--- src/rtl/wfs_pkg.sv ---
package wfs_pkg;

    typedef enum logic [1:0] {
        COND_EQZ = 2'd0,
        COND_NEZ = 2'd1,
        COND_LTZ = 2'd2,
        COND_GTZ = 2'd3
    } cond_e;

    typedef enum logic [1:0] {
        ST_IDLE  = 2'd0,
        ST_SETUP = 2'd1,
        ST_EXEC  = 2'd2
    } state_e;

    // Lane enable for one element, given its zero and sign flags.
    function automatic logic cond_hit(input cond_e c, input logic is_zero, input logic is_neg);
        case (c)
            COND_EQZ: return is_zero;
            COND_NEZ: return !is_zero;
            COND_LTZ: return is_neg;
            default:  return !is_zero && !is_neg;
        endcase
    endfunction

endpackage

--- src/rtl/wfs_compare.sv ---
module wfs_compare
    import wfs_pkg::*;
#(
    parameter int LANES  = 4,
    parameter int ELEM_W = 8,
    parameter int VLEN_W = 8
) (
    input  logic [1:0]              cond,
    input  logic [LANES*ELEM_W-1:0] data,
    input  logic [VLEN_W-1:0]       vlen,
    input  logic [VLEN_W-1:0]       base_elem,
    output logic [LANES-1:0]        lane_en
);

    for (genvar l = 0; l < LANES; l++) begin : g_lane
        localparam logic [VLEN_W:0] LOFF = (VLEN_W+1)'(l);
        logic [ELEM_W-1:0] elem;
        logic [VLEN_W:0]   idx;
        logic              in_range;

        assign elem     = data[l*ELEM_W +: ELEM_W];
        assign idx      = {1'b0, base_elem} + LOFF;
        assign in_range = idx < {1'b0, vlen};
        assign lane_en[l] = in_range && cond_hit(cond_e'(cond), elem == '0, elem[ELEM_W-1]);
    end

endmodule

--- src/rtl/wfs_maskmem.sv ---
module wfs_maskmem #(
    parameter int DEPTH = 8,
    parameter int ENT_W = 7,
    parameter int AW    = 3
) (
    input  logic             clk,
    input  logic             wr_en,
    input  logic [AW-1:0]    wr_addr,
    input  logic [ENT_W-1:0] wr_data,
    input  logic [AW-1:0]    rd_addr,
    output logic [ENT_W-1:0] rd_data
);

    logic [ENT_W-1:0] mem [DEPTH];

    always_ff @(posedge clk) begin
        if (wr_en) mem[wr_addr] <= wr_data;
    end

    assign rd_data = mem[rd_addr];

endmodule

--- src/rtl/wfs_ctrl.sv ---
module wfs_ctrl
    import wfs_pkg::*;
#(
    parameter int LANES  = 4,
    parameter int DEPTH  = 8,
    parameter int ADDR_W = 16,
    parameter int VLEN_W = 8
) (
    input  logic                       clk,
    input  logic                       rst,
    input  logic [VLEN_W-1:0]          cfg_vlen,
    input  logic [1:0]                 cfg_cond,
    input  logic                       setup_start,
    input  logic                       cond_valid,
    input  logic                       lane_any,
    input  logic                       exec_start,
    input  logic [ADDR_W-1:0]          exec_base,
    input  logic                       out_ready,
    output logic [1:0]                 cond_q,
    output logic [VLEN_W-1:0]          vlen_q,
    output logic [VLEN_W-1:0]          base_elem,
    output logic                       wr_en,
    output logic [$clog2(DEPTH)-1:0]   wr_addr,
    output logic [$clog2(DEPTH)-1:0]   wr_wf,
    output logic [$clog2(DEPTH)-1:0]   rd_addr,
    output logic [ADDR_W-1:0]          base_q,
    output logic                       cond_ready,
    output logic                       setup_busy,
    output logic                       setup_done,
    output logic                       setup_err,
    output logic [$clog2(DEPTH+1)-1:0] entry_count,
    output logic                       exec_reject,
    output logic                       out_valid,
    output logic                       exec_done
);

    localparam int CNT_W = $clog2(DEPTH+1);
    localparam int AW    = $clog2(DEPTH);
    localparam logic [VLEN_W:0]   MAX_V    = (VLEN_W+1)'(DEPTH*LANES);
    localparam logic [VLEN_W:0]   LANES_V  = (VLEN_W+1)'(LANES);
    localparam logic [VLEN_W:0]   LANES_M1 = (VLEN_W+1)'(LANES-1);
    localparam logic [VLEN_W-1:0] LANES_VW = VLEN_W'(LANES);

    state_e           state;
    logic [CNT_W-1:0] wf_idx, wr_ptr, rd_ptr, cnt_q, nwf;
    logic [VLEN_W:0]  nwf_full;
    logic             mask_ok, err_q;
    logic             too_long, exec_ok, wf_left, issue_left;

    always_comb begin
        nwf_full = ({1'b0, vlen_q} + LANES_M1) / LANES_V;
        nwf      = CNT_W'(nwf_full);
    end

    assign too_long   = {1'b0, cfg_vlen} > MAX_V;
    assign exec_ok    = (state == ST_IDLE) && !setup_start && mask_ok;
    assign wf_left    = wf_idx != nwf;
    assign issue_left = rd_ptr != cnt_q;

    assign base_elem   = VLEN_W'(wf_idx) * LANES_VW;
    assign cond_ready  = (state == ST_SETUP) && wf_left;
    assign setup_busy  = state == ST_SETUP;
    assign setup_done  = (state == ST_SETUP) && !wf_left;
    assign wr_en       = cond_ready && cond_valid && lane_any;
    assign wr_addr     = AW'(wr_ptr);
    assign wr_wf       = AW'(wf_idx);
    assign rd_addr     = AW'(rd_ptr);
    assign out_valid   = (state == ST_EXEC) && issue_left;
    assign exec_done   = (state == ST_EXEC) && !issue_left;
    assign exec_reject = exec_start && !exec_ok;
    assign setup_err   = err_q;
    assign entry_count = cnt_q;

    always_ff @(posedge clk) begin
        if (rst) begin
            state   <= ST_IDLE;
            vlen_q  <= '0;
            cond_q  <= '0;
            wf_idx  <= '0;
            wr_ptr  <= '0;
            rd_ptr  <= '0;
            cnt_q   <= '0;
            base_q  <= '0;
            mask_ok <= 1'b0;
            err_q   <= 1'b0;
        end else begin
            case (state)
                ST_IDLE: begin
                    if (setup_start) begin
                        mask_ok <= 1'b0;
                        cnt_q   <= '0;
                        if (too_long) begin
                            err_q <= 1'b1;
                        end else begin
                            err_q  <= 1'b0;
                            vlen_q <= cfg_vlen;
                            cond_q <= cfg_cond;
                            wf_idx <= '0;
                            wr_ptr <= '0;
                            state  <= ST_SETUP;
                        end
                    end else if (exec_start && mask_ok) begin
                        base_q <= exec_base;
                        rd_ptr <= '0;
                        state  <= ST_EXEC;
                    end
                end
                ST_SETUP: begin
                    if (!wf_left) begin
                        cnt_q   <= wr_ptr;
                        mask_ok <= 1'b1;
                        state   <= ST_IDLE;
                    end else if (cond_valid) begin
                        wf_idx <= wf_idx + CNT_W'(1);
                        if (lane_any) wr_ptr <= wr_ptr + CNT_W'(1);
                    end
                end
                ST_EXEC: begin
                    if (!issue_left) state <= ST_IDLE;
                    else if (out_ready) rd_ptr <= rd_ptr + CNT_W'(1);
                end
                default: state <= ST_IDLE;
            endcase
        end
    end

endmodule

--- src/rtl/wfskip_unit.sv ---
module wfskip_unit
    import wfs_pkg::*;
#(
    parameter int LANES  = 4,
    parameter int ELEM_W = 8,
    parameter int DEPTH  = 8,
    parameter int ADDR_W = 16,
    parameter int VLEN_W = 8
) (
    input  logic                       clk,
    input  logic                       rst,
    input  logic [VLEN_W-1:0]          cfg_vlen,
    input  logic [1:0]                 cfg_cond,
    input  logic                       setup_start,
    input  logic                       cond_valid,
    input  logic [LANES*ELEM_W-1:0]    cond_data,
    output logic                       cond_ready,
    output logic                       setup_busy,
    output logic                       setup_done,
    output logic                       setup_err,
    output logic [$clog2(DEPTH+1)-1:0] entry_count,
    input  logic                       exec_start,
    input  logic [ADDR_W-1:0]          exec_base,
    output logic                       exec_reject,
    output logic                       out_valid,
    input  logic                       out_ready,
    output logic [ADDR_W-1:0]          out_addr,
    output logic [LANES-1:0]           out_en,
    output logic                       exec_done
);

    localparam int AW    = $clog2(DEPTH);
    localparam int ENT_W = AW + LANES;
    localparam logic [ADDR_W-1:0] LANES_A = ADDR_W'(LANES);

    typedef struct packed {
        logic [AW-1:0]    wf;
        logic [LANES-1:0] en;
    } entry_t;

    logic [1:0]        cond_q;
    logic [VLEN_W-1:0] vlen_q, base_elem;
    logic [LANES-1:0]  lane_en;
    logic              wr_en;
    logic [AW-1:0]     wr_addr, wr_wf, rd_addr;
    logic [ADDR_W-1:0] base_q;
    entry_t            wr_ent, rd_ent;

    wfs_compare #(.LANES(LANES), .ELEM_W(ELEM_W), .VLEN_W(VLEN_W)) u_cmp (
        .cond      (cond_q),
        .data      (cond_data),
        .vlen      (vlen_q),
        .base_elem (base_elem),
        .lane_en   (lane_en)
    );

    wfs_ctrl #(.LANES(LANES), .DEPTH(DEPTH), .ADDR_W(ADDR_W), .VLEN_W(VLEN_W)) u_ctrl (
        .clk         (clk),
        .rst         (rst),
        .cfg_vlen    (cfg_vlen),
        .cfg_cond    (cfg_cond),
        .setup_start (setup_start),
        .cond_valid  (cond_valid),
        .lane_any    (|lane_en),
        .exec_start  (exec_start),
        .exec_base   (exec_base),
        .out_ready   (out_ready),
        .cond_q      (cond_q),
        .vlen_q      (vlen_q),
        .base_elem   (base_elem),
        .wr_en       (wr_en),
        .wr_addr     (wr_addr),
        .wr_wf       (wr_wf),
        .rd_addr     (rd_addr),
        .base_q      (base_q),
        .cond_ready  (cond_ready),
        .setup_busy  (setup_busy),
        .setup_done  (setup_done),
        .setup_err   (setup_err),
        .entry_count (entry_count),
        .exec_reject (exec_reject),
        .out_valid   (out_valid),
        .exec_done   (exec_done)
    );

    assign wr_ent = '{wf: wr_wf, en: lane_en};

    wfs_maskmem #(.DEPTH(DEPTH), .ENT_W(ENT_W), .AW(AW)) u_mem (
        .clk     (clk),
        .wr_en   (wr_en),
        .wr_addr (wr_addr),
        .wr_data (wr_ent),
        .rd_addr (rd_addr),
        .rd_data (rd_ent)
    );

    assign out_en   = rd_ent.en;
    assign out_addr = base_q + ADDR_W'(rd_ent.wf) * LANES_A;

endmodule

--- config.mk ---
export PLATFORM = sky130hd
export DESIGN_NAME = wfskip_unit
export DESIGN_NICKNAME = d
export VERILOG_FILES = /design/src/rtl/wfs_pkg.sv /design/src/rtl/wfs_compare.sv /design/src/rtl/wfs_maskmem.sv /design/src/rtl/wfs_ctrl.sv /design/src/rtl/wfskip_unit.sv
export SDC_FILE = /design/constraint.sdc
export NUM_CORES = 1
export LEC_CHECK = 0
export ABC_AREA = 0
export BUFFER_PORTS_ARGS = -buffer_cell sky130_fd_sc_hd__buf_2
export CAP_MARGIN = 10
export CORE_ASPECT_RATIO = 0.75
export CORE_MARGIN = 3
export CORE_UTILIZATION = 50
export DETAILED_ROUTE_END_ITERATION = 8
export PLACE_DENSITY = 0.85
export SYNTH_ARGS = -nofsm -noshare
export SYNTH_HDL_FRONTEND = slang
export SYNTH_SLANG_ARGS = --single-unit
--- constraint.sdc ---
create_clock -name clk -period 4.4 [get_ports clk]
set_input_delay 0.22 -clock clk [delete_from_list [all_inputs] [get_ports clk]]
set_output_delay 0.22 -clock clk [all_outputs]
set_load 0.05 [all_outputs]
# ---- Yosys cells after proc, flatten, opt, wreduce, memory -nomap -nowiden
# Memories as Yosys holds them, arrays and structs flattened. A register that Yosys moved wholly into a read port is not among the register bits.
# Cells that the tools add are included.
dict set report word_totals {
  ff_bits 46
  rom_bits 0
  inputBits 64
  elab_cells 127
  ram_bits 56
  memories 1
  out_inout_bits 31
  latch_bits 0
}
# name words word_bits read_ports rd_clocked_by_memory_dff write_ports line_no
set memory_table {}
lappend memory_table {u_mem.mem 8 7 1 1 1 wfs_maskmem.sv:14} ;# logic [ENT_W-1:0] mem [DEPTH];
dict set report classes {
  shift 0
  div 0
  n_reduce_logical 47
  n_addsub 8
  magnitude_cmp 5
  n_mux 35
  mul 0
  n_eq_ne 19
  bitwise 2
}
# op n
set op_table {}
lappend op_table {{two-way mux 4 bit} 13}
lappend op_table {{zero test 8 bit} 4}
lappend op_table {{one-hot mux 4 bit (2 select lines)} 4}
lappend op_table {{less-than comparator 7 x 8 -> 1 bit} 3}
lappend op_table {{logical AND 1 bit} 18}
lappend op_table {{adder 16 x 5 -> 16 bit} 1}
lappend op_table {{!= test 2 bit (second input constant)} 8}
lappend op_table {{adder 6 x 2 -> 7 bit (second input constant)} 2}
lappend op_table {{adder 4 x 1 -> 4 bit (second input constant)} 3}
lappend op_table {{zero test 1 bit} 12}
lappend op_table {{one-hot mux 1 bit (3 select lines)} 4}
lappend op_table {{two-way mux 2 bit} 5}
lappend op_table {{AND reduction 5 bit} 2}
lappend op_table {{AND reduction 3 bit} 3}
lappend op_table {{greater-than comparator 8 x 6 -> 1 bit (second input constant)} 1}
lappend op_table {{less-than comparator 6 x 8 -> 1 bit} 1}
lappend op_table {{!= test 4 bit} 2}
lappend op_table {{adder 6 x 1 -> 7 bit (second input constant)} 1}
lappend op_table {{adder 6 x 2 -> 6 bit (second input constant)} 1}
lappend op_table {{two-way mux 3 bit} 2}
lappend op_table {{!= test 2 x 1 -> 1 bit (second input constant)} 3}
lappend op_table {{!= test 3 bit (second input constant)} 2}
lappend op_table {{one-hot mux 2 bit (3 select lines)} 1}
lappend op_table {{AND reduction 6 bit} 1}
lappend op_table {{other kinds (10)} 19}

# ---- Longest topological paths before layout
# Gate-level depths: netlist of the first run.
dict set report depth {
  ltp_word 10
  depth_mapped 10
  depth_no_buf 9
}

# ---- Modules after synthesis
# From an unflattened synthesis of the first run, not the netlist that was laid out.
dict set report unflattened {
  cells_unflattened 549
  area_unflattened_um2 5871.9
}
# module area_per_inst_um2 seq_area_each_um2 cells_each n_inst
set by_module_without_submodules {}
lappend by_module_without_submodules {wfs_maskmem 2225.9 1681.6 94 1}
lappend by_module_without_submodules {wfs_ctrl 2173.3 920.9 262 1}
lappend by_module_without_submodules {wfs_compare 1163.6 0.0 154 1}
lappend by_module_without_submodules {wfskip_unit 309.0 0.0 39 1}

# ---- Worst setup path before layout of the first run
# OpenSTA, ideal clock, no wires.
dict set report synth_timing {
  path_type {register -> output}
  startpoint {register with a tool-made name}
  endpoint {output port out_addr[13]}
  required_time_ps 4180
  setup_slack_ps 569
  path_buffers 2
  arrival_ps 3611
  path_stages_with_launch 11
  path_cell_list {dfxtp_1 -> clkbuf_1 -> buf_1 -> mux4_2 -> mux2_2 -> ha_1 -> a21o_1 -> a21oi_1 -> nor2_1 -> nand3_1 -> xnor2_1}
}
# item line_no
set synth_lines {}
lappend synth_lines {{end, declared} wfskip_unit.sv:27} ;# output logic [ADDR_W-1:0] out_addr,

==> results of run 1 <==
==> registers in the layout (all words and copies together), names as in the netlist, named ones only <==
register	flops
u_ctrl.base_q	16
u_ctrl.vlen_q	8
u_ctrl.wr_ptr	4
u_ctrl.entry_count	4
u_mem.mem	56
u_ctrl.state	2
u_ctrl.wf_idx	4
u_ctrl.cond_q	2
u_ctrl.setup_err	1
u_ctrl.mask_ok	1
u_ctrl.rd_ptr	4
==> routing by layer <==
metal / share of wire, % / global-route usage [%] / up-vias / routed length [um]
li1: - / - / 1745 / -
met1: 43 / 27.0 / 1706 / 4580
met2: 50 / 31.6 / 101 / 5240
met3: 5.8 / 4.75 / 13 / 612
met4: 1.3 / 4.81 / 0 / 139
met5: 0 / 0 / - / 0
==> cells in the final DEF, fill, tap and decap left out, types with 2 or more instances in the layout <==
master and n:
mux4_2 14, nand2_1 47, inv_6 2, nand4_1 4, o21ai_0 9, nor4_1 4
and3_1 6, and2_1 5, buf_2 94, nor3_1 10, nand3_1 7, nor4bb_1 2
o21a_1 4, clkbuf_16 9, inv_1 13, a21o_1 2, or4_1 7, ha_1 11
clkbuf_1 2, o211ai_1 3, nor3b_1 6, dfxtp_1 49, a211oi_2 3, or3_1 4
mux2i_1 13, xor2_1 6, nand2b_1 6, buf_4 7, o31ai_1 3, nand3b_1 3
xnor2_1 15, edfxtp_1 56, nor2b_1 7, mux2_2 7, nor2_1 30, a21oi_1 33
or4_4 2
==> tightest hold or removal path: cells and delay by family <==
kind	cells	cell delay, ps
mux	1	50
buf+inv	1	80
simple gates	1	70
==> power by group <==
| group | leakage (nW) | switching [mW] | internal (mW) |
|---|---|---|---|
| Combinational | 1.20 | 0.0505 | 0.0398 |
| Sequential | 0.925 | 0.00632 | 1.03 |
| Clock | 0.141 | 0.344 | 0.445 |
==> how the worst max path moves through the flow <==
stage	from	endpoint	slack [ps]	cells after the start
finish	flip-flop	out_addr[15]	670	9
detailed placement	flip-flop	out_addr[15]	1030	9
global placement	flip-flop	out_addr[13]	1150	9
floorplan	flip-flop	out_addr[13]	570	10
global route	flip-flop	out_addr[15]	380	9
CTS	flip-flop	out_addr[15]	640	9
==> per-stage QoR <==
stage	setup WS, ps	instances	hold WS (ps)	util [%]	instance area, um^2
global placement	1150	635	442	59.2	5510
floorplan	569	425	356	-	4910
CTS	638	651	104	62.3	5800
detailed placement	1030	635	445	59.2	5510
finish	672	651	110	62.3	5800
global route	384	651	113	62.3	5800
==> cells in the mapped netlist (all sizes together) (5+ instances only) <==
cell	n
ha	11
nor3b	6
or4	9
nor2	30
nand2	47
nand2b	6
dfxtp	49
inv	13
and3	6
mux2i	13
xnor2	15
nor4	5
edfxtp	56
nor2b	7
o21ai	9
clkbuf	10
xor2	6
mux2	7
nor3	11
and2	5
buf	9
nand3	7
mux4	14
a21oi	33
==> logic make-up (layout without fill, tap and decap cells) <==
logic type      count (synthesis)  in the layout  share of synthesized area [%]
compound gates                 66             66                           8.92
xor+xnor                       21             21                           3.75
fa+ha+maj                      12             12                           3.21
buf+inv                        32            130                           2.70
flops                         105            105                           54.2
mux                            34             34                           10.7
simple gates                  155            155                           16.5
==> cell type report <==
| cell class | instances | share of cell area, % |
|---|---|---|
| flip-flops and latches | 105 | 45.9 |
| multi-input cells | 288 | 36.4 |
| repair buffers | 101 | 9.01 |
| clock buffers | 11 | 4.01 |
| well taps | 128 | 2.76 |
| clock inverters | 5 | 1.06 |
| inverters | 13 | 0.841 |
==> impl_results.rst, run 1 <==
.. list-table::
   :header-rows: 1

   * - Metric
     - Value
   * - Clock tree root driver cell
     - clkbuf_16
   * - Via total after detailed routing
     - ~3600
   * - Gr usage total
     - 19.6%
   * - Final-layout fill cell count
     - 744
   * - Library cells used by synthesis
     - 51
   * - Number of warnings issued by yosys
     - 0
   * - Total number of clock tree sinks
     - ~110
   * - Routed Antenna Nets
     - 0
   * - Fraction of layout instances using a drive strength above 1
     - between 20% and 30%
   * - Final weighted congestion of routability-driven global placement
     - slightly below 0.9
   * - Pwr Density
     - about 330 nW/um^2
   * - Cell type with the highest aggregate area in the netlist
     - edfxtp_1
   * - Detailed-route wire length
     - around 11000 um
   * - Effective utilization at floorplan
     - between 50 and 60%
   * - Final hold violation count
     - 0
   * - Wire length of the first global-routing pass
     - between 15000 and 20000 um
   * - Biggest fanout along the worst timing path
     - 9
   * - Asr flop ratio synth
     - 0%
   * - Achievable frequency
     - approximately 270 MHz
   * - Antenna violations before repair
     - 0
   * - RSZ-0062 raised after global routing
     - false
   * - Setup bufs post-CTS
     - 0
   * - Area added between synthesis and finish
     - 18.2%
   * - Horizontal extent of the die
     - approximately 120 um
   * - Critical path data arrival time
     - 3510 ps
   * - Slowest-stage cell, CP
     - dfxtp_1
   * - Average cell area after synthesis
     - 11.6 um^2
   * - TritonCTS clock tree
     - built
   * - Total CTS buffers
     - 9
   * - Max-slew violations
     - 0
   * - Area of the multi-input gates
     - approximately 2100 um^2
   * - Leakage power figure
     - approximately 2.3 nW
   * - Relative slew slack
     - about 24%
   * - Worst-path clk slew
     - roughly 70 ps
   * - Flip-flop and latch count after synthesis
     - between 100 and 150
   * - Worst-case clock skew
     - roughly 7.8 ps
   * - Routed vias/inst
     - approximately 5.5
   * - Sum Neg Setup Slack
     - 0 ps
   * - Type of origin of the critical path
     - flip-flop
   * - Endpoints failing setup
     - 0
   * - Classification of the worst setup path
     - reg -> out
   * - Worst min-delay path category
     - in -> reg
   * - Area of the die
     - 11100 um^2
   * - Router iterations before antenna repair
     - 4
   * - Remaining Overflow, GRT
     - 0
   * - Worst hold start
     - cfg_cond[1]
   * - Area of the core
     - just over 9000 um^2
   * - Post-cts resize count
     - 0
   * - Number of nets produced by synthesis
     - between 500 and 600
   * - Core Rows
     - 30
   * - CP required
     - ~4200 ps
   * - Depth of the worst register-to-register path
     - 10
   * - Predominant post-synthesis flop cell
     - edfxtp_1
   * - Gate count after technology mapping
     - between 400 and 500
   * - Result of the run
     - completed
   * - Post-cts hold buffer count
     - 0
   * - Quantity of I/O buffers inserted on ports
     - 94
   * - Ratio of final minimum period to clock period
     - 84.7%
   * - DRC violation count after routing
     - 0
   * - Sequential cell area
     - between 2000 and 3000 um^2
   * - Kind of end point of the critical path
     - output pin
   * - Buffers from clock root to sink, at most
     - 2
   * - Reg-to-Reg End
     - u_mem.mem[6][1]
   * - Number of global-route vias before repair
     - approximately 3400
   * - Number of diodes added for antenna fixing
     - 0
   * - Start of the worst register-to-register path
     - u_ctrl.wf_idx[0]
   * - Maximum number of pins on one net before global-route repair
     - 39
   * - Total power
     - around 1.9 mW
   * - Family of cells with the greatest summed delay on the critical path
     - multiplexers
   * - Number of cells on the worst hold path
     - 3
   * - Average wire per standard cell
     - 16.2 um
   * - Post-layout min period
     - 3730 ps
   * - Hold endpoint
     - u_ctrl.cond_q[1]
   * - Worst-case vdd ir drop
     - 0.254 mV
   * - Number of nets in the finished design
     - approximately 600
   * - Reg-to-reg setup timing slack
     - around 1000 ps
   * - Die height
     - about 92 um
   * - Slew of the pin with the lowest slew margin
     - 1120 ps
   * - Number of buffers and inverters on the critical path
     - 2
   * - Number of top-level design ports
     - between 90 and 100
   * - Number of DRC markers after the initial detailed-route iteration
     - roughly 270
   * - CP cell instances
     - buf_4 > mux4_2 > mux2_2 > ha_1 > a21oi_1 > nor2_1 > nand3_1 > xnor2_1 > buf_2
   * - # H-tree levels
     - 3
   * - Maximum capacitance violations
     - 0
   * - Post-synthesis instance area
     - around 4900 um^2
   * - Yosys top cell area share
     - 34.3%
   * - Clock latency reported for the late side of the worst-skew pair
     - 350 ps
   * - Cells taking the most area after synthesis
     - edfxtp_1 34%, dfxtp_1 20%, mux4_2 6.4%
   * - Post-synth EDFFs
     - 56
   * - Half-perimeter wire length after placement
     - 7780 um
   * - Sequential cell area fraction in the yosys report
     - between 50% and 60%
   * - Slowest Stage Delay on Critical Path
     - slightly below 700 ps
(Power assumes the default switching activity.)
==> run 2, diff against run 1 <==
--- a/config.mk
+++ b/config.mk
@@ -5,14 +5,14 @@
 export SDC_FILE = /design/constraint.sdc
 export NUM_CORES = 1
 export LEC_CHECK = 0
-export ABC_AREA = 0
+export ABC_AREA = 1
 export BUFFER_PORTS_ARGS = -buffer_cell sky130_fd_sc_hd__buf_2
 export CAP_MARGIN = 10
 export CORE_ASPECT_RATIO = 0.75
 export CORE_MARGIN = 3
 export CORE_UTILIZATION = 50
 export DETAILED_ROUTE_END_ITERATION = 8
-export PLACE_DENSITY = 0.85
+export PLACE_DENSITY = 0.88
 export SYNTH_ARGS = -nofsm -noshare
 export SYNTH_HDL_FRONTEND = slang
 export SYNTH_SLANG_ARGS = --single-unit
==> constraint.sdc (replaced) <==
create_clock -name clk -period 3.1 [get_ports clk]
set_input_delay 0.155 -clock clk [delete_from_list [all_inputs] [get_ports clk]]
set_output_delay 0.155 -clock clk [all_outputs]
set_load 0.05 [all_outputs]
==> impl_results.rst, run 2 <==
.. list-table::
   :header-rows: 1

   * - Metric
     - Value
   * - Asr flop ratio synth
     - 0%
   * - Classification of the worst setup path
     - reg -> out
   * - Gr usage total
     - a little under a quarter
   * - Average wire per standard cell
     - 17.5 um
   * - Detailed-route wire length
     - around 15000 um
   * - Worst-case clock skew
     - ~12 ps
   * - Final hold violation count
     - 0
   * - Kind of end point of the critical path
     - output pin
   * - CP cell instances
     - buf_4 > clkbuf_16 > nor2_1 > o22ai_1 > nor2_1 > a31oi_1 > ha_1 > nand3_1 > nand2_2 > nand3_2 > nor3_4 > nand2_2 > nor2_4 > nand4_1 > xnor2_2 > buf_6
   * - Effective utilization at floorplan
     - approximately 52%
   * - Average cell area after synthesis
     - between 8 and 9 um^2
   * - Worst-path clk slew
     - 80 ps
   * - Endpoints failing setup
     - 7
   * - Number of warnings issued by yosys
     - 0
   * - Remaining Overflow, GRT
     - 0
   * - TritonCTS clock tree
     - built
   * - Commonest cells post-synth
     - 109 x nor2_1, 91 x nand2_1, 65 x inv_1
   * - Core Rows
     - 31
   * - Final instance count without filler cells
     - approximately 860
   * - Antenna violations before repair
     - 0
   * - DRC violation count after routing
     - 0
   * - Total CTS buffers
     - 9
   * - Number of cells in the design after placement
     - between 800 and 900
   * - Slowest-stage cell, CP
     - dfxtp_4
   * - Reg with most FFs
     - u_mem.mem
   * - Slowest Stage Delay on Critical Path
     - 380 ps
   * - Horizontal extent of the die
     - roughly 120 um
   * - Relative slew slack
     - 41.1%
   * - CP required
     - 2940 ps
   * - Area added between synthesis and finish
     - 27.2%
   * - # H-tree levels
     - 3
   * - Wire length of the first global-routing pass
     - approximately 21000 um
   * - Buffers from clock root to sink, at most
     - 2
   * - Leakage power figure
     - ~3 nW
   * - Number of flip-flops in the largest register
     - between 50 and 60
   * - Cells taking the most area after synthesis
     - edfxtp_1 33%, dfxtp_1 19%, nor2_1 8.0%
   * - Post-synth EDFFs
     - 56
   * - Largest registers ranked by flip-flop count
     - u_mem.mem: 56 flops, u_ctrl.base_q: 16 flops, u_ctrl.vlen_q: 8 flops
   * - Achievable frequency
     - just under 300 MHz
   * - Family of cells with the greatest summed delay on the critical path
     - simple AND/OR/NAND/NOR gates
   * - Post-synthesis instance area
     - ~5000 um^2
   * - Number of DRC markers after the initial detailed-route iteration
     - ~600
   * - RSZ-0062 raised after global routing
     - true
   * - Commonest non-fill, non-tap cell in the layout
     - nor2_1
   * - Slew of the pin with the lowest slew margin
     - between 800 and 900 ps
   * - Sum Neg Setup Slack
     - -932 ps
   * - Fraction of layout instances using a drive strength above 1
     - around 28%
   * - Total number of clock tree sinks
     - 105
   * - Gate count after technology mapping
     - 598
   * - Router iterations before antenna repair
     - 5
   * - Number of nets produced by synthesis
     - approximately 670
   * - Die height
     - ~94 um
   * - Biggest fanout along the worst timing path
     - 7
   * - Worst min-delay path category
     - in -> reg
   * - Number of top-level design ports
     - 95
   * - Quantity of I/O buffers inserted on ports
     - 94
   * - Fin worst setup slack
     - -268 ps
   * - Max-slew violations
     - 0
   * - Cell type with the highest aggregate area in the netlist
     - edfxtp_1
   * - Routed Antenna Nets
     - 0
   * - Predominant post-synthesis flop cell
     - edfxtp_1
   * - Failing checks
     - negative setup slack
   * - Ratio of final minimum period to clock period
     - 109%
   * - Library cells used by synthesis
     - 38
   * - Number of diodes added for antenna fixing
     - 0
   * - Leading cell type by number of instances after synthesis
     - nor2_1
   * - Area of the core
     - 9810 um^2
   * - Final weighted congestion of routability-driven global placement
     - approximately 0.90
   * - Clock tree root driver cell
     - clkbuf_16
   * - Yosys top cell area share
     - between 30% and 40%
   * - Most frequent cells in the layout
     - 104 x nor2_1, 88 x nand2_1, 87 x buf_2
   * - Clock latency reported for the late side of the worst-skew pair
     - approximately 360 ps
   * - Flip-flop and latch count after synthesis
     - between 100 and 150
   * - Routed vias/inst
     - between 5 and 6
   * - Half-perimeter wire length after placement
     - around 8900 um
   * - Maximum capacitance violations
     - 0
   * - Number of global-route vias before repair
     - between 4000 and 5000
   * - Result of the run
     - finished with violations
   * - Post-cts hold buffer count
     - 0
   * - Critical path data arrival time
     - approximately 3200 ps
   * - Worst-case vdd ir drop
     - ~0.28 mV
   * - Via total after detailed routing
     - slightly below 5000
   * - Area of the die
     - between 10000 and 15000 um^2
   * - Type of origin of the critical path
     - flip-flop
   * - Sequential cell area fraction in the yosys report
     - between 50% and 60%
   * - Post-layout min period
     - ~3400 ps
   * - Number of nets in the finished design
     - between 800 and 900
   * - Number of buffers and inverters on the critical path
     - 3
   * - Maximum number of pins on one net before global-route repair
     - 32
   * - Pwr Density
     - about 440 nW/um^2
[run 2: cell count changes in the layout (fill, tap and decap cells not counted), moves of 11 or more]
cell / change
nor2_1: +74
inv_1: +51
o21ai_0: +43
nand2_1: +41
buf_4: +29
mux4_2: -14
mux2i_1: -13
nand3_1: +12
xnor2_1: -12
xor2_1: +11
[run 2: layer usage]
layer | wire [um] | GRT usage [%] | vias to the layer above
met5 | 0 | 0 | -
met4 | 769 | 8.48 | 0
met3 | 1520 | 7.13 | 81
met2 | 7150 | 39.1 | 374
met1 | 5660 | 30.1 | 2225
li1 | - | - | 2226
[run 2: worst paths after layout]
path / startpoint / end / slack [ps] / cells past startpoint
worst max register to register: u_ctrl.wf_idx[2] / u_mem.mem[1][4] / 450 / 11
worst min-delay path: exec_base[15] / u_ctrl.base_q[15] / 30 / 3
worst max-delay path: flip-flop / out_addr[15] / -270 / 16
worst min register to register: u_ctrl.vlen_q[7] / u_ctrl.vlen_q[7] / 440 / 2
[run 2: through the flow]
step | utilization [%] | setup WS [ps] | hold slack, ps | area [um^2] | power (mW)
after floorplan | - | 23.5 | 290 | 5140 | 1.62
after global placement | 59.3 | 296 | 377 | 5820 | 1.69
after detailed placement | 59.3 | 50.2 | 385 | 5820 | 1.70
after CTS | 63.8 | -25.5 | 14.2 | 6260 | 2.85
after global routing | 66.4 | -317 | 21.1 | 6510 | 2.95
final | 66.4 | -268 | 25.5 | 6510 | 2.87
[run 2: repair_timing]
action                                  CTS  global route
setup buffers                             6            16
pin swaps                                 9            16
resized for setup                        29            29
endpoints found under the setup margin    6             8
cloned                                    0             2
[run 2: logic make-up after synthesis]
kind of cell	Yosys count	share of synthesized area, %
XOR/XNOR	23	3.93
flip-flops	105	52.0
AO/OA/AOI/OAI	112	12.2
AND/OR/NAND/NOR	255	21.9
buffers and inverters	91	6.84
adder cells (fa/ha/maj)	12	3.08
[run 2: where the power goes]
group	internal (mW)	switching [mW]
combinational	0.0753	0.126
clock	0.644	0.553
sequential	1.46	0.00828
total	2.18	0.688
[run 2: cell type report]
class / instances / area [um^2]
clock buffers: 9 / 225
multi-input cells: 402 / 2220
clock inverters: 7 / 86.3
well taps: 132 / 165
flip-flops and latches: 105 / 2670
inverters: 73 / 283
repair buffers: 134 / 866
fillers: 676 / 3300
[run 2: tightest hold or removal path, stage by stage]
cell and delay, ps:
buf_2 70, nor2_1 30, nor2_1 80
==> run 3, diff against run 2 <==
--- a/config.mk
+++ b/config.mk
@@ -6,13 +6,14 @@
 export NUM_CORES = 1
 export LEC_CHECK = 0
 export ABC_AREA = 1
-export BUFFER_PORTS_ARGS = -buffer_cell sky130_fd_sc_hd__buf_2
+export BUFFER_PORTS_ARGS = -buffer_cell sky130_fd_sc_hd__buf_4
 export CAP_MARGIN = 10
 export CORE_ASPECT_RATIO = 0.75
 export CORE_MARGIN = 3
 export CORE_UTILIZATION = 50
 export DETAILED_ROUTE_END_ITERATION = 8
-export PLACE_DENSITY = 0.88
+export PLACE_DENSITY = 0.86
 export SYNTH_ARGS = -nofsm -noshare
 export SYNTH_HDL_FRONTEND = slang
+export SYNTH_HIERARCHICAL = 1
 export SYNTH_SLANG_ARGS = --single-unit
==> impl_results.rst, run 3 <==
.. list-table::
   :header-rows: 1

   * - Metric
     - Value
   * - Final weighted congestion of routability-driven global placement
     - between 1 and 1.5
   * - Post-synthesis instance area
     - between 6000 and 7000 um^2
   * - Final-layout fill cell count
     - approximately 1100
   * - Kind of end point of the critical path
     - output pin
   * - Total internal power
     - around 2.2 mW
   * - Number of flip-flops in the largest register
     - 56
   * - TritonCTS clock tree
     - built
   * - Detailed-route wire length on metal 1
     - between 7000 and 8000 um
   * - Post-layout min period
     - around 2900 ps
   * - Maximum number of pins on one net before global-route repair
     - 25
   * - Ratio of final minimum period to clock period
     - 92.8%
   * - Worst-path clk slew
     - roughly 60 ps
   * - Critical path's most frequent cell
     - nand2_1
   * - Final hold violation count
     - 0
   * - Critical path data arrival time
     - approximately 2700 ps
   * - Slowest-stage cell, CP
     - dfxtp_2
   * - Classification of the worst setup path
     - reg -> out
   * - Worst hold start
     - cfg_cond[0]
   * - CP cell instances
     - inv_2 > nand2_1 > nand3_1 > nand2_1 > nand2_1 > nand2_1 > ha_1 > fa_1 > nand3_2 > nand2_2 > nand2_4 > xnor2_1 > buf_4
   * - Sequential cell area fraction in the yosys report
     - around two fifths
   * - Reg-to-Reg End
     - u_mem/mem[3][1]
   * - Commonest cells post-synth
     - 267 x nand2_1, 145 x inv_1, 80 x nand3_1
   * - Buffers from clock root to sink, at most
     - 2
   * - Number of buffers and inverters on the critical path
     - 2
   * - Amount of wire on met2 after detailed routing
     - around 7000 um
   * - Number of diodes added for antenna fixing
     - 0
   * - Core Rows
     - 35
   * - Die height
     - 106 um
   * - Most frequent cells in the layout
     - 267 x nand2_1, 145 x inv_1, 113 x buf_4
   * - Number of top-level design ports
     - 95
   * - Detailed-route wire length
     - roughly 16000 um
   * - Number of DRC markers after the initial detailed-route iteration
     - around 730
   * - Routed vias/inst
     - 5.17
   * - Routed Antenna Nets
     - 0
   * - Gr usage total
     - around 22%
   * - Worst-case vdd ir drop
     - around 0.29 mV
   * - Sum Neg Setup Slack
     - 0 ps
   * - DRC violation count after routing
     - 0
   * - Number of global-route vias before repair
     - 5750
   * - Number of warnings issued by yosys
     - 6
   * - Wire length of the first global-routing pass
     - 27000 um
   * - Clock latency reported for the late side of the worst-skew pair
     - roughly 340 ps
   * - Net switching power
     - roughly 0.80 mW
   * - Remaining Overflow, GRT
     - 0
   * - Biggest fanout along the worst timing path
     - 13
   * - Commonest non-fill, non-tap cell in the layout
     - nand2_1
   * - Final instance count without filler cells
     - 1174
   * - Router iterations before antenna repair
     - 5
   * - Hold endpoint
     - u_ctrl/cond_q[0]
   * - Cells taking the most area after synthesis
     - edfxtp_1 25%, nand2_1 15%, dfxtp_1 14%
   * - Area added between synthesis and finish
     - 16.3%
   * - Yosys top cell area share
     - ~25%
   * - # H-tree levels
     - 3
   * - Result of the run
     - completed
   * - Post-synth EDFFs
     - 56
   * - Effective utilization at floorplan
     - between 50 and 60%
   * - RSZ-0062 raised after global routing
     - true
   * - Cell type with the highest aggregate area in the netlist
     - edfxtp_1
   * - Worst min-delay path category
     - in -> reg
   * - Clock network fraction of total power
     - roughly 34%
   * - Endpoints failing setup
     - 0
   * - Average wire per standard cell
     - approximately 14 um
   * - Slew of the pin with the lowest slew margin
     - ~630 ps
   * - Area of the multi-input gates
     - 3240 um^2
   * - Number of cells in the design after placement
     - 1158
   * - Number of cells on the worst hold path
     - 3
   * - Maximum capacitance violations
     - 0
   * - Flip-flop and latch count after synthesis
     - between 100 and 150
   * - Slowest Stage Delay on Critical Path
     - 420 ps
   * - Area of the die
     - between 10000 and 15000 um^2
   * - Total power
     - slightly above 3 mW
   * - Average cell area after synthesis
     - about 7.4 um^2
   * - Family of cells with the greatest summed delay on the critical path
     - simple AND/OR/NAND/NOR gates
   * - Setup bufs post-CTS
     - 0
   * - Total CTS buffers
     - 9
   * - Fraction of the core area covered by cells at the end of the flow
     - just over 60%
   * - Max-slew violations
     - 0
   * - Area of the core
     - between 10000 and 15000 um^2
   * - Type of origin of the critical path
     - flip-flop
   * - Leading cell type by number of instances after synthesis
     - nand2_1
   * - Start of the worst register-to-register path
     - u_ctrl/wf_idx[0]
   * - Place WS
     - around 260 ps
   * - Sequential cell area
     - 2600 um^2
   * - Worst-case clock skew
     - ~8 ps
   * - Sequential cell fraction of total power
     - 48.7%
   * - Achievable frequency
     - approximately 350 MHz
   * - Reg with most FFs
     - u_mem/mem
   * - Number of nets in the finished design
     - 1106
   * - Total number of clock tree sinks
     - 102
   * - Clock tree root driver cell
     - clkbuf_16
   * - Pwr Density
     - slightly below 400 nW/um^2
   * - Quantity of I/O buffers inserted on ports
     - 94
   * - Half-perimeter wire length after placement
     - around 12000 um
   * - CP required
     - about 2900 ps
   * - Highest routing layer actually used
     - met4
   * - Routed wl met3
     - 1150 um
   * - Reg-to-reg setup timing slack
     - 230 ps
   * - Antenna violations before repair
     - 0
   * - Library cells used by synthesis
     - between 40 and 50
   * - Share of total power consumed by net switching
     - a little over a quarter
   * - Depth of the worst register-to-register path
     - 16
   * - Relative slew slack
     - between 50% and 60%
   * - Gate count after technology mapping
     - around 910
   * - Fraction of layout instances using a drive strength above 1
     - between 15 and 20%
   * - Largest registers ranked by flip-flop count
     - u_mem/mem: 56 flops, u_ctrl/base_q: 16 flops, u_ctrl/vlen_q: 8 flops
   * - Fin worst setup slack
     - roughly 220 ps
   * - Via total after detailed routing
     - just over 6000
   * - Combinational share of power
     - 16.8%
   * - Predominant post-synthesis flop cell
     - edfxtp_1
   * - Horizontal extent of the die
     - approximately 140 um
   * - Leakage power figure
     - 3.86 nW
   * - Asr flop ratio synth
     - 0%
## run 3: how the worst max path moves through the flow
stage                startpoint               to  slack [ps]  cells after the start
5_1_grt        u_ctrl/wf_idx[0]  u_mem/mem[5][0]        -120                     16
6_report       u_ctrl/rd_ptr[0]     out_addr[10]         220                     13
3_3_place_gp   u_ctrl/wf_idx[0]  u_mem/mem[3][2]         430                     16
2_1_floorplan  u_ctrl/wf_idx[0]  u_mem/mem[1][0]         330                     16
3_5_place_dp   u_ctrl/wf_idx[2]  u_mem/mem[3][1]         260                     15
4_1_cts        u_ctrl/rd_ptr[0]     out_addr[10]          30                     13
## run 3: metal layers
metal | track usage [%] | vias up
met4 | 6.01 | 0
li1 | - | 3035
met5 | 0 | -
met3 | 3.96 | 25
met2 | 33.2 | 231
met1 | 32.5 | 2775
## run 3: power groups by stage
stage	registers (mW)	clock network, mW	logic, mW
floorplan	1.50	0	0.344
global placement	1.50	0	0.484
detailed placement	1.50	0	0.494
CTS	1.47	1.06	0.497
global route	1.47	1.10	0.575
finish	1.47	1.04	0.508
## run 3: worst register-to-register path: stages (launching register included)
cell     delay [ps]
dfxtp_1         440
ha_1            280
inv_1            60
ha_1            230
nand2_1          70
nand2_1          50
nand2_1          50
nand3_1          70
nand2_1          60
nand2_1          50
nor2_1          140
nor2_1           50
nand2_1         100
nand2_1          60
nor2_1          130
nand2_1         130
nor2_1          520
## run 3: what timing repair did
item,in CTS,in global routing
resized for setup,0,3
endpoints found under the setup margin,0,41
hold buffers,0,0
## run 3: through the flow
step / instance area [um^2] / hold slack (ps)
after floorplan: 6690 / 224
after global placement: 7490 / 420
after detailed placement: 7490 / 421
after CTS: 7760 / 68.0
after global routing: 7770 / 91.7
final: 7770 / 82.6
## run 3: area by class of cell
cell class / count / share of cell area, %
clock buffer: 15 / 3.32
clock inverter: 1 / 0.113
inverter: 160 / 7.73
multi-input combinational: 617 / 41.7
sequential: 102 / 33.5
tap: 166 / 2.67
timing repair buffer: 113 / 10.9
## run 3: cells by family after synthesis
kind of cell	count (synthesis)	synth area share [%]
other cells	1	0.0561
flops	102	39.0
compound gates	68	5.40
xor+xnor	26	3.41
mux	1	0.150
fa+ha+maj	39	7.42
buf+inv	190	12.8
simple gates	479	31.8
